<file path="config.mk">
export PLATFORM = sky130hd
export DESIGN_NAME = win_wdt
export DESIGN_NICKNAME = d
export VERILOG_FILES = /design/src/rtl/wwdt_pkg.sv /design/src/rtl/wwdt_unlock.sv /design/src/rtl/wwdt_cfg.sv /design/src/rtl/wwdt_core.sv /design/src/rtl/win_wdt.sv
export SDC_FILE = /design/constraint.sdc
export NUM_CORES = 1
export LEC_CHECK = 0
export ABC_CLOCK_PERIOD_IN_PS = 5050
export BUFFER_PORTS_ARGS = -buffer_cell sky130_fd_sc_hd__buf_2
export CORE_MARGIN = 10
export CORE_UTILIZATION = 61
export DETAILED_ROUTE_END_ITERATION = 16
export GPL_TIMING_DRIVEN = 0
export HOLD_SLACK_MARGIN = 0.02
export PLACE_DENSITY = 0.93
export SLEW_MARGIN = 10
export SYNTH_ARGS = -nofsm -noshare
export SYNTH_HDL_FRONTEND = slang
export SYNTH_SLANG_ARGS = --single-unit
</file>
<file path="constraint.sdc">
create_clock -name clk -period 5.05 [get_ports clk]
set_clock_uncertainty 0.1 [all_clocks]
set_input_delay 0.2525 -clock clk [delete_from_list [all_inputs] [get_ports clk]]
set_output_delay 0.2525 -clock clk [all_outputs]
set_load 0.01 [all_outputs]
</file>
<file path="src/rtl/wwdt_pkg.sv">
package wwdt_pkg;
  localparam int CODE_W     = 4;
  localparam int MAX_CODE   = 10;
  localparam int BASE_SHIFT = 3;
  localparam int LIM_W      = MAX_CODE + BASE_SHIFT + 1;
  localparam int CNT_W      = LIM_W - 1;

  typedef struct packed {
    logic              en;
    logic              win;
    logic [CODE_W-1:0] per;
    logic [CODE_W-1:0] wper;
  } wdt_cfg_t;

  function automatic logic [LIM_W-1:0] code_to_ticks(input logic [CODE_W-1:0] c);
    logic [CODE_W-1:0] cc;
    cc = (c > CODE_W'(MAX_CODE)) ? CODE_W'(MAX_CODE) : c;
    return LIM_W'(1) << (cc + BASE_SHIFT);
  endfunction
endpackage

</file>
<file path="src/rtl/wwdt_unlock.sv">
module wwdt_unlock #(
  parameter int          KEY_W      = 8,
  parameter logic [7:0]  UNLOCK_KEY = 8'hC3,
  parameter int          HOLD       = 4
) (
  input  logic             clk,
  input  logic             rst,
  input  logic             key_we,
  input  logic [KEY_W-1:0] key,
  input  logic             consume,
  output logic             unlocked
);
  localparam int UW = $clog2(HOLD + 1);
  logic [UW-1:0] left_q;

  always_ff @(posedge clk) begin
    if (rst)                                 left_q <= '0;
    else if (key_we && key == KEY_W'(UNLOCK_KEY)) left_q <= UW'(HOLD);
    else if (consume)                        left_q <= '0;
    else if (left_q != '0)                   left_q <= left_q - 1'b1;
  end

  assign unlocked = (left_q != '0);
endmodule

</file>
<file path="src/rtl/wwdt_cfg.sv">
module wwdt_cfg
  import wwdt_pkg::*;
(
  input  logic              clk,
  input  logic              rst,
  input  logic [CODE_W-1:0] dflt_per,
  input  logic              wr,
  input  wdt_cfg_t          wdata,
  output wdt_cfg_t          cfg_q
);
  always_ff @(posedge clk) begin
    if (rst) begin
      cfg_q.en   <= 1'b1;
      cfg_q.win  <= 1'b0;
      cfg_q.per  <= dflt_per;
      cfg_q.wper <= '0;
    end else if (wr) begin
      cfg_q <= wdata;
    end
  end
endmodule

</file>
<file path="src/rtl/wwdt_core.sv">
module wwdt_core
  import wwdt_pkg::*;
(
  input  logic     clk,
  input  logic     rst,
  input  wdt_cfg_t cfg,
  input  logic     restart,
  input  logic     tick,
  input  logic     svc,
  output logic     req
);
  logic [CNT_W-1:0] cnt_q;
  logic             open_q;
  logic [LIM_W-1:0] cur_lim;
  logic             last, early, serve_ok;

  always_comb begin
    cur_lim  = (cfg.win && !open_q) ? code_to_ticks(cfg.wper) : code_to_ticks(cfg.per);
    last     = tick && (({1'b0, cnt_q} + 1'b1) == cur_lim);
    early    = cfg.win && !open_q && svc;
    serve_ok = svc && !early;
  end

  always_ff @(posedge clk) begin
    if (rst) begin
      cnt_q  <= '0;
      open_q <= 1'b0;
      req    <= 1'b0;
    end else begin
      req <= 1'b0;
      if (restart || !cfg.en) begin
        cnt_q  <= '0;
        open_q <= 1'b0;
      end else if (early) begin
        cnt_q  <= '0;
        open_q <= 1'b0;
        req    <= 1'b1;
      end else if (serve_ok) begin
        cnt_q  <= '0;
        open_q <= 1'b0;
      end else if (tick) begin
        if (last) begin
          cnt_q <= '0;
          if (cfg.win && !open_q) begin
            open_q <= 1'b1;
          end else begin
            open_q <= 1'b0;
            req    <= 1'b1;
          end
        end else begin
          cnt_q <= cnt_q + 1'b1;
        end
      end
    end
  end
endmodule

</file>
<file path="src/rtl/win_wdt.sv">
module win_wdt
  import wwdt_pkg::*;
#(
  parameter int         KEY_W      = 8,
  parameter logic [7:0] UNLOCK_KEY = 8'hC3,
  parameter int         UNLOCK_CYC = 4
) (
  input  logic              clk,
  input  logic              rst,
  input  logic              tick_i,
  input  logic              svc_i,
  input  logic [CODE_W-1:0] dflt_per_i,
  input  logic              lock_i,
  input  logic              key_we_i,
  input  logic [KEY_W-1:0]  key_i,
  input  logic              cfg_we_i,
  input  logic              cfg_en_i,
  input  logic              cfg_win_i,
  input  logic [CODE_W-1:0] cfg_per_i,
  input  logic [CODE_W-1:0] cfg_wper_i,
  output logic              rst_req_o
);
  logic     unlocked;
  logic     cfg_acc;
  wdt_cfg_t wdata;
  wdt_cfg_t cfg_q;

  assign cfg_acc = cfg_we_i && unlocked && !lock_i;
  assign wdata   = '{en: cfg_en_i, win: cfg_win_i, per: cfg_per_i, wper: cfg_wper_i};

  wwdt_unlock #(.KEY_W(KEY_W), .UNLOCK_KEY(UNLOCK_KEY), .HOLD(UNLOCK_CYC)) u_unlock (
    .clk(clk), .rst(rst), .key_we(key_we_i), .key(key_i),
    .consume(cfg_acc), .unlocked(unlocked)
  );

  wwdt_cfg u_cfg (
    .clk(clk), .rst(rst), .dflt_per(dflt_per_i), .wr(cfg_acc),
    .wdata(wdata), .cfg_q(cfg_q)
  );

  wwdt_core u_core (
    .clk(clk), .rst(rst), .cfg(cfg_q), .restart(cfg_acc),
    .tick(tick_i), .svc(svc_i), .req(rst_req_o)
  );
endmodule

</file>
==> run_results.csv, run 1 <==
group,metric,value,unit
timing,hold_viol,0,
placed_design,gp_congestion,0.885,
detailed_routing,dr.pass1.iters,7,
placed_design,hpwlAfterDp,3420,um
detailed_routing,met1_length,1990,um
worst_setup_path,critPathCaptureType,"register",
cells_and_area,fin_util,71.6,%
floorplan,row_count,20,
timing,rsz0062_at_grt,"false",
worst_setup_path,slowest_stage,"or4b_1",
worst_setup_path,critical-path-top-delay-family,"simple AND/OR/NAND/NOR gates",
detailed_routing,drt_iter0_drc,257,
yosys,synth.most_common_cell,"nand2_1",
cells_and_area,antenna_cells,0,
yosys,synthCells,238,
grt,antenna_found_initial,0,
min_path,min_path_cells,3,
power,p_total,0.584,mW
run,maxCapViolCount,0,
cells_and_area,final_nets,304,
yosys,syn_nets,270,
clock_tree,cts_buffers,3,
floorplan,initial_utilization,63.1,%
detailed_routing,num_vias,1890,
min_path,min_path_type,"input port to register",
detailed_routing,route.met3.wl,273,um
worst_setup_path,crit_arrival,3.20,ns
timing,setup_viol_count_final,0,
placed_design,port_buffers,28,
yosys,synth_commonest_cells,"34 x nand2_1, 24 x dfxtp_1, 21 x nor2_1, 14 x a21oi_1, 12 x mux2i_1",
worst_setup_path,worstSetupStartpointType,"register",
yosys,synth-edff-count,4,
grt,grt_pass1_vias,1755,
timing,finalCritPeriodShare,60.8,%
timing,setup_tns,0,ns
detailed_routing,wirelength,4690,um
detailed_routing,drc,0,
yosys,synth_ff_type,"dfxtp_1",
yosys,synthArstFlopShare,0,%
yosys,yosys_warnings,0,
timing,tightest_slew,0.644,ns
floorplan,io_pins,30,
yosys,seq_area_frac_synth,31.5,%
worst_setup_path,crit_chain,"ha_1 -> nand2_1 -> nor4_1 -> xor2_1 -> a21boi_0 -> or4b_1 -> nor4_2 -> buf_4 -> mux2i_1 -> nor2_1",
cells_and_area,area_growth,13.5,%
detailed_routing,top_layer,"met4",
cells_and_area,layout-drive-gt1-share,17.7,%
clock_tree,clock_path_buffers,2,
yosys,synth_area_per_cell,8.02,um2
timing,max_slew_margin,56.7,%
yosys,synth_top_area_share,25.2,%
worst_setup_path,critical_path_peak_fanout,10,
clock_tree,cts_max_level,1,
grt,grt_pass1_wl,7870,um
power,p_per_area,270,nW/um2
detailed_routing,wl_met2,2310,um
detailed_routing,wl_per_cell,14.9,um
timing,maxSlewViolCount,0,
yosys,synth_cell_types,51,
floorplan,dieArea,5770,um2
timing,fmax,326,MHz
clock_tree,ctsHoldBuffers,1,
clock_tree,root_buffer,"clkbuf_4",
worst_setup_path,cp.depth,10,
worst_setup_path,required,5.18,ns
worst_setup_path,reg2reg_depth,10,
yosys,ys_ff_latch,28,
yosys,synth_area_leaders,"dfxtp_1 25%, nand2_1 6.7%, mux2i_1 6.3%",
timing,post-route-min-period,3.07,ns
floorplan,die_width,75.9,um
yosys,yosysTopAreaCell,"dfxtp_1",
worst_setup_path,setup.worst_path.class,"register to register",
clock_tree,cts_sinks,28,
floorplan,die_h,75.9,um
power,p_leak,0.830,nW
clock_tree,postCtsSetupBuffers,0,
worst_setup_path,cp_num_buf_inv,1,
yosys,syn_area,1910,um2
clock_tree,cts_tree,"done",
grt,gr-total-overflow,0,
floorplan,core_area,3030,um2
status,status,"completed",
grt,track_usage,15.5,%
detailed_routing,avgViaCountPerCell,6.00,
grt,grt_max_degree,17,
worst_setup_path,worst_path_largest_cell_delay,0.54,ns
clock_tree,clk_latency,0.34,ns
detailed_routing,antenna_left,0,
clock_tree,cts_resized,0,
power,max-vdd-ir-drop,0.222,mV
clock_tree,path_clk_slew,0.16,ns
## worst min-delay path, delay by kind of cell
family,cells,cell delay (ns)
buffers and inverters,1,0.07
AND/OR/NAND/NOR,1,0.07
multiplexers,1,0.05
## per-layer routing
metal	GRT usage (%)	up-vias
met5	0	-
met4	7.01	0
met3	2.95	17
met2	25.8	81
met1	18.9	850
li1	-	942
## per-stage QoR
step / worst slack, ns / hold WS (ns) / cells / cell area [um2]
after floorplan: 2.40 / 0.247 / 238 / 1910
after global placement: 2.09 / 0.364 / 310 / 2100
after detailed placement: 2.07 / 0.365 / 310 / 2100
after CTS: 2.03 / 0.0352 / 315 / 2170
after global routing: 1.70 / 0.0468 / 315 / 2170
final: 1.98 / 0.0336 / 315 / 2170
## cell usage in the layout, fill, tap and decap left out, types with 6 or more instances in the layout
cell,count
a21oi_1,14
o21ai_0,11
inv_1,7
or3_1,7
nand3_1,8
xor2_1,7
nor3_1,6
nor2_1,21
mux2i_1,12
buf_2,33
dfxtp_1,24
nand2_1,34
## worst paths after layout
kind              startpoint  slack [ns]              to
max          u_core.cnt_q[0]        1.98   u_core.open_q
min            cfg_wper_i[1]        0.03  u_cfg.cfg_q[1]
max reg2reg  u_core.cnt_q[0]        1.98   u_core.open_q
min reg2reg   u_cfg.cfg_q[9]        0.41      u_core.req
## report_power, final
group / internal, mW / total, mW / switching, mW
combinational: 0.0756 / 0.170 / 0.0942
clock: 0.0804 / 0.150 / 0.0694
sequential: 0.248 / 0.265 / 0.0165
## final cells by class
type | instances | area (um2)
buffer | 11 | 51.3
timing repair buffer | 29 | 150
multi-input combinational | 192 | 1230
inverter | 7 | 26.3
fill | 232 | 861
tap | 44 | 55.1
clock inverter | 1 | 30.0
sequential | 28 | 601
clock buffer | 3 | 22.5
## flip-flops by register name (all words and copies together), names as in the netlist
| register | count |
|---|---|
| u_core.req | 1 |
| u_cfg.cfg_q | 10 |
| u_core.cnt_q | 13 |
| u_unlock.left_q | 3 |
| u_core.open_q | 1 |
## logic make-up (layout without fill, tap and decap cells)
| logic type | after synthesis | in the layout | synth area share, % |
|---|---|---|---|
| AND/OR/NAND/NOR | 110 | 110 | 30.9 |
| multiplexers | 15 | 15 | 8.06 |
| buffers and inverters | 18 | 51 | 4.06 |
| XOR/XNOR | 11 | 11 | 5.05 |
| flip-flops | 28 | 28 | 31.5 |
| AO/OA/AOI/OAI | 53 | 53 | 18.5 |
| adder cells (fa/ha/maj) | 3 | 3 | 1.97 |
Power figures use the tool's default switching activity.
==> inputs of run 2 (changes only) <==
ABC_CLOCK_PERIOD_IN_PS = 2750   (was 5050)
CORE_UTILIZATION = 51   (was 61)
PLACE_DENSITY = 0.84   (was 0.93)
clock period = 2.75 ns   (was 5.05 ns; I/O delays follow)
==> run_results.csv, run 2 (synthesis results as in run 1) <==
group,metric,value,unit
timing,setup_viol_count_final,9,
placed_design,placed_cells,314,
clock_tree,path_clk_slew,0.10,ns
clock_tree,cts_buffers,3,
grt,grt_pass1_vias,1906,
grt,grt_pass1_wl,8440,um
cells_and_area,top_regs,"u_core.cnt_q: 13 flops, u_cfg.cfg_q: 10 flops, u_unlock.left_q: 3 flops",
clock_tree,clk_latency,0.28,ns
timing,hold_viol,0,
power,max-vdd-ir-drop,0.466,mV
cells_and_area,seqCellArea,616,um2
floorplan,die_h,81.2,um
placed_design,port_buffers,28,
detailed_routing,num_vias,2030,
floorplan,dieArea,6590,um2
grt,gr-total-overflow,0,
worst_setup_path,critical_path_peak_fanout,6,
detailed_routing,drc,0,
cells_and_area,final_common_cell,"nand2_1",
worst_setup_path,slowest_stage,"or4b_4",
detailed_routing,dr.pass1.iters,5,
floorplan,io_pins,30,
timing,post-route-min-period,2.85,ns
clock_tree,cts_sinks,28,
floorplan,core_area,3630,um2
floorplan,die_width,81.2,um
detailed_routing,drt_iter0_drc,303,
timing,tightest_slew,0.528,ns
grt,grt_max_degree,17,
cells_and_area,layout_common_cells,"33 x nand2_1, 29 x buf_2, 21 x nor2_1",
worst_setup_path,cp_num_buf_inv,1,
power,p_per_area,464,nW/um2
timing,setup_tns,-0.221,ns
timing,maxSlewViolCount,0,
worst_setup_path,setup.worst_path.class,"register to register",
clock_tree,cts_max_level,1,
cells_and_area,area_growth,33.0,%
cells_and_area,final_nets,323,
floorplan,row_count,22,
min_path,min_path_type,"input port to register",
worst_setup_path,critPathCaptureType,"register",
placed_design,hpwlAfterDp,3340,um
placed_design,place_ws,-0.225,ns
run,maxCapViolCount,0,
cells_and_area,top_register,"u_core.cnt_q",
power,p_leak,0.981,nW
timing,finalCritPeriodShare,104,%
worst_setup_path,required,2.81,ns
detailed_routing,antenna_left,0,
worst_setup_path,critical-path-top-delay-family,"simple AND/OR/NAND/NOR gates",
worst_setup_path,worstSetupStartpointType,"register",
timing,layout_setup_ws,-0.0975,ns
cells_and_area,antenna_cells,0,
timing,fmax,351,MHz
detailed_routing,avgViaCountPerCell,6.01,
clock_tree,cts_tree,"done",
timing,rsz0062_at_grt,"true",
worst_setup_path,worst_path_largest_cell_delay,0.56,ns
worst_setup_path,crit_arrival,2.90,ns
grt,antenna_found_initial,0,
detailed_routing,wl_per_cell,16.6,um
clock_tree,clock_path_buffers,2,
cells_and_area,largest_reg_flops,13,
cells_and_area,fillCellCount,271,
grt,track_usage,15.7,%
status,violations,"setup timing",
cells_and_area,layout-drive-gt1-share,30.3,%
clock_tree,root_buffer,"clkbuf_8",
cells_and_area,fin_cells,338,
timing,max_slew_margin,64.8,%
detailed_routing,wirelength,5630,um
floorplan,initial_utilization,52.5,%
cells_and_area,multi_input_area,1380,um2
placed_design,gp_congestion,0.898,
status,status,"finished, violations left",
worst_setup_path,crit_chain,"ha_4 -> nand3_4 -> or3_4 -> nand4_1 -> a21oi_1 -> or4b_4 -> nor4_4 -> buf_4 -> mux2i_1 -> nor2_1",
run 2: changes by cell type in the layout (fill, tap and decap cells not counted), moves of 4 or more:
cell,before,now
dlygate4sd3_1,1,7
dfxtp_2,0,6
buf_2,33,29
dfxtp_1,24,16
buf_4,1,13
run 2: layout make-up:
cell class              instances  area share [%]
multi-input cells             192            54.5
clock inverters                 1            1.18
repair buffers                 48            12.0
inverters                       7            1.03
plain buffers                  11            3.01
flip-flops and latches         28            24.2
well taps                      48            2.37
clock buffers                   3            1.63
run 2: per-stage QoR:
step                      power [mW]  area, um2  hold WS [ns]  utilization (%)
final                           1.18       2540        0.0313             69.9
after global routing            1.25       2540        0.0355             69.9
after CTS                       1.15       2330        0.0314             64.2
after detailed placement       0.802       2110         0.252             58.1
after global placement         0.792       2110         0.250             58.1
after floorplan                0.727       1910         0.132                -
run 2: where the power goes:
group          internal [mW]  switching, mW
combinational          0.166          0.201
clock                  0.195          0.133
sequential             0.455         0.0297
total                  0.816          0.363
run 2: path summary, 6_finish.rpt:
check | startpoint | to | slack [ns] | cells past startpoint
worst max-delay path | u_core.cnt_q[1] | u_core.open_q | -0.1 | 10
worst min-delay path | svc_i | u_core.req | 0.03 | 3
worst max register to register | u_core.cnt_q[1] | u_core.open_q | -0.1 | 10
worst min register to register | u_cfg.cfg_q[9] | u_core.req | 0.39 | 2
run 2: timing repair:
action	in CTS	in global routing
cloned	1	0
hold endpoints to repair	6	0
pin swaps	0	11
buffers inserted	3	9
endpoints found under the setup margin	10	13
hold buffers	7	0
resized for setup	11	43
run 2: metal layers:
layer	part of all wire (%)	GRT usage, %	vias to the layer above
met3	5.0	2.21	27
met4	3.4	6.57	0
met2	49	27.9	94
met1	43	18.4	937
met5	0	0	-
li1	-	-	972
run 2: worst register-to-register path, stage by stage (launching register included):
cell and delay [ns]:
dfxtp_4 0.39, ha_4 0.18, nand3_4 0.08, or3_4 0.38
nand4_1 0.13, a21oi_1 0.10, or4b_4 0.56, nor4_4 0.30
buf_4 0.22, mux2i_1 0.22, nor2_1 0.06
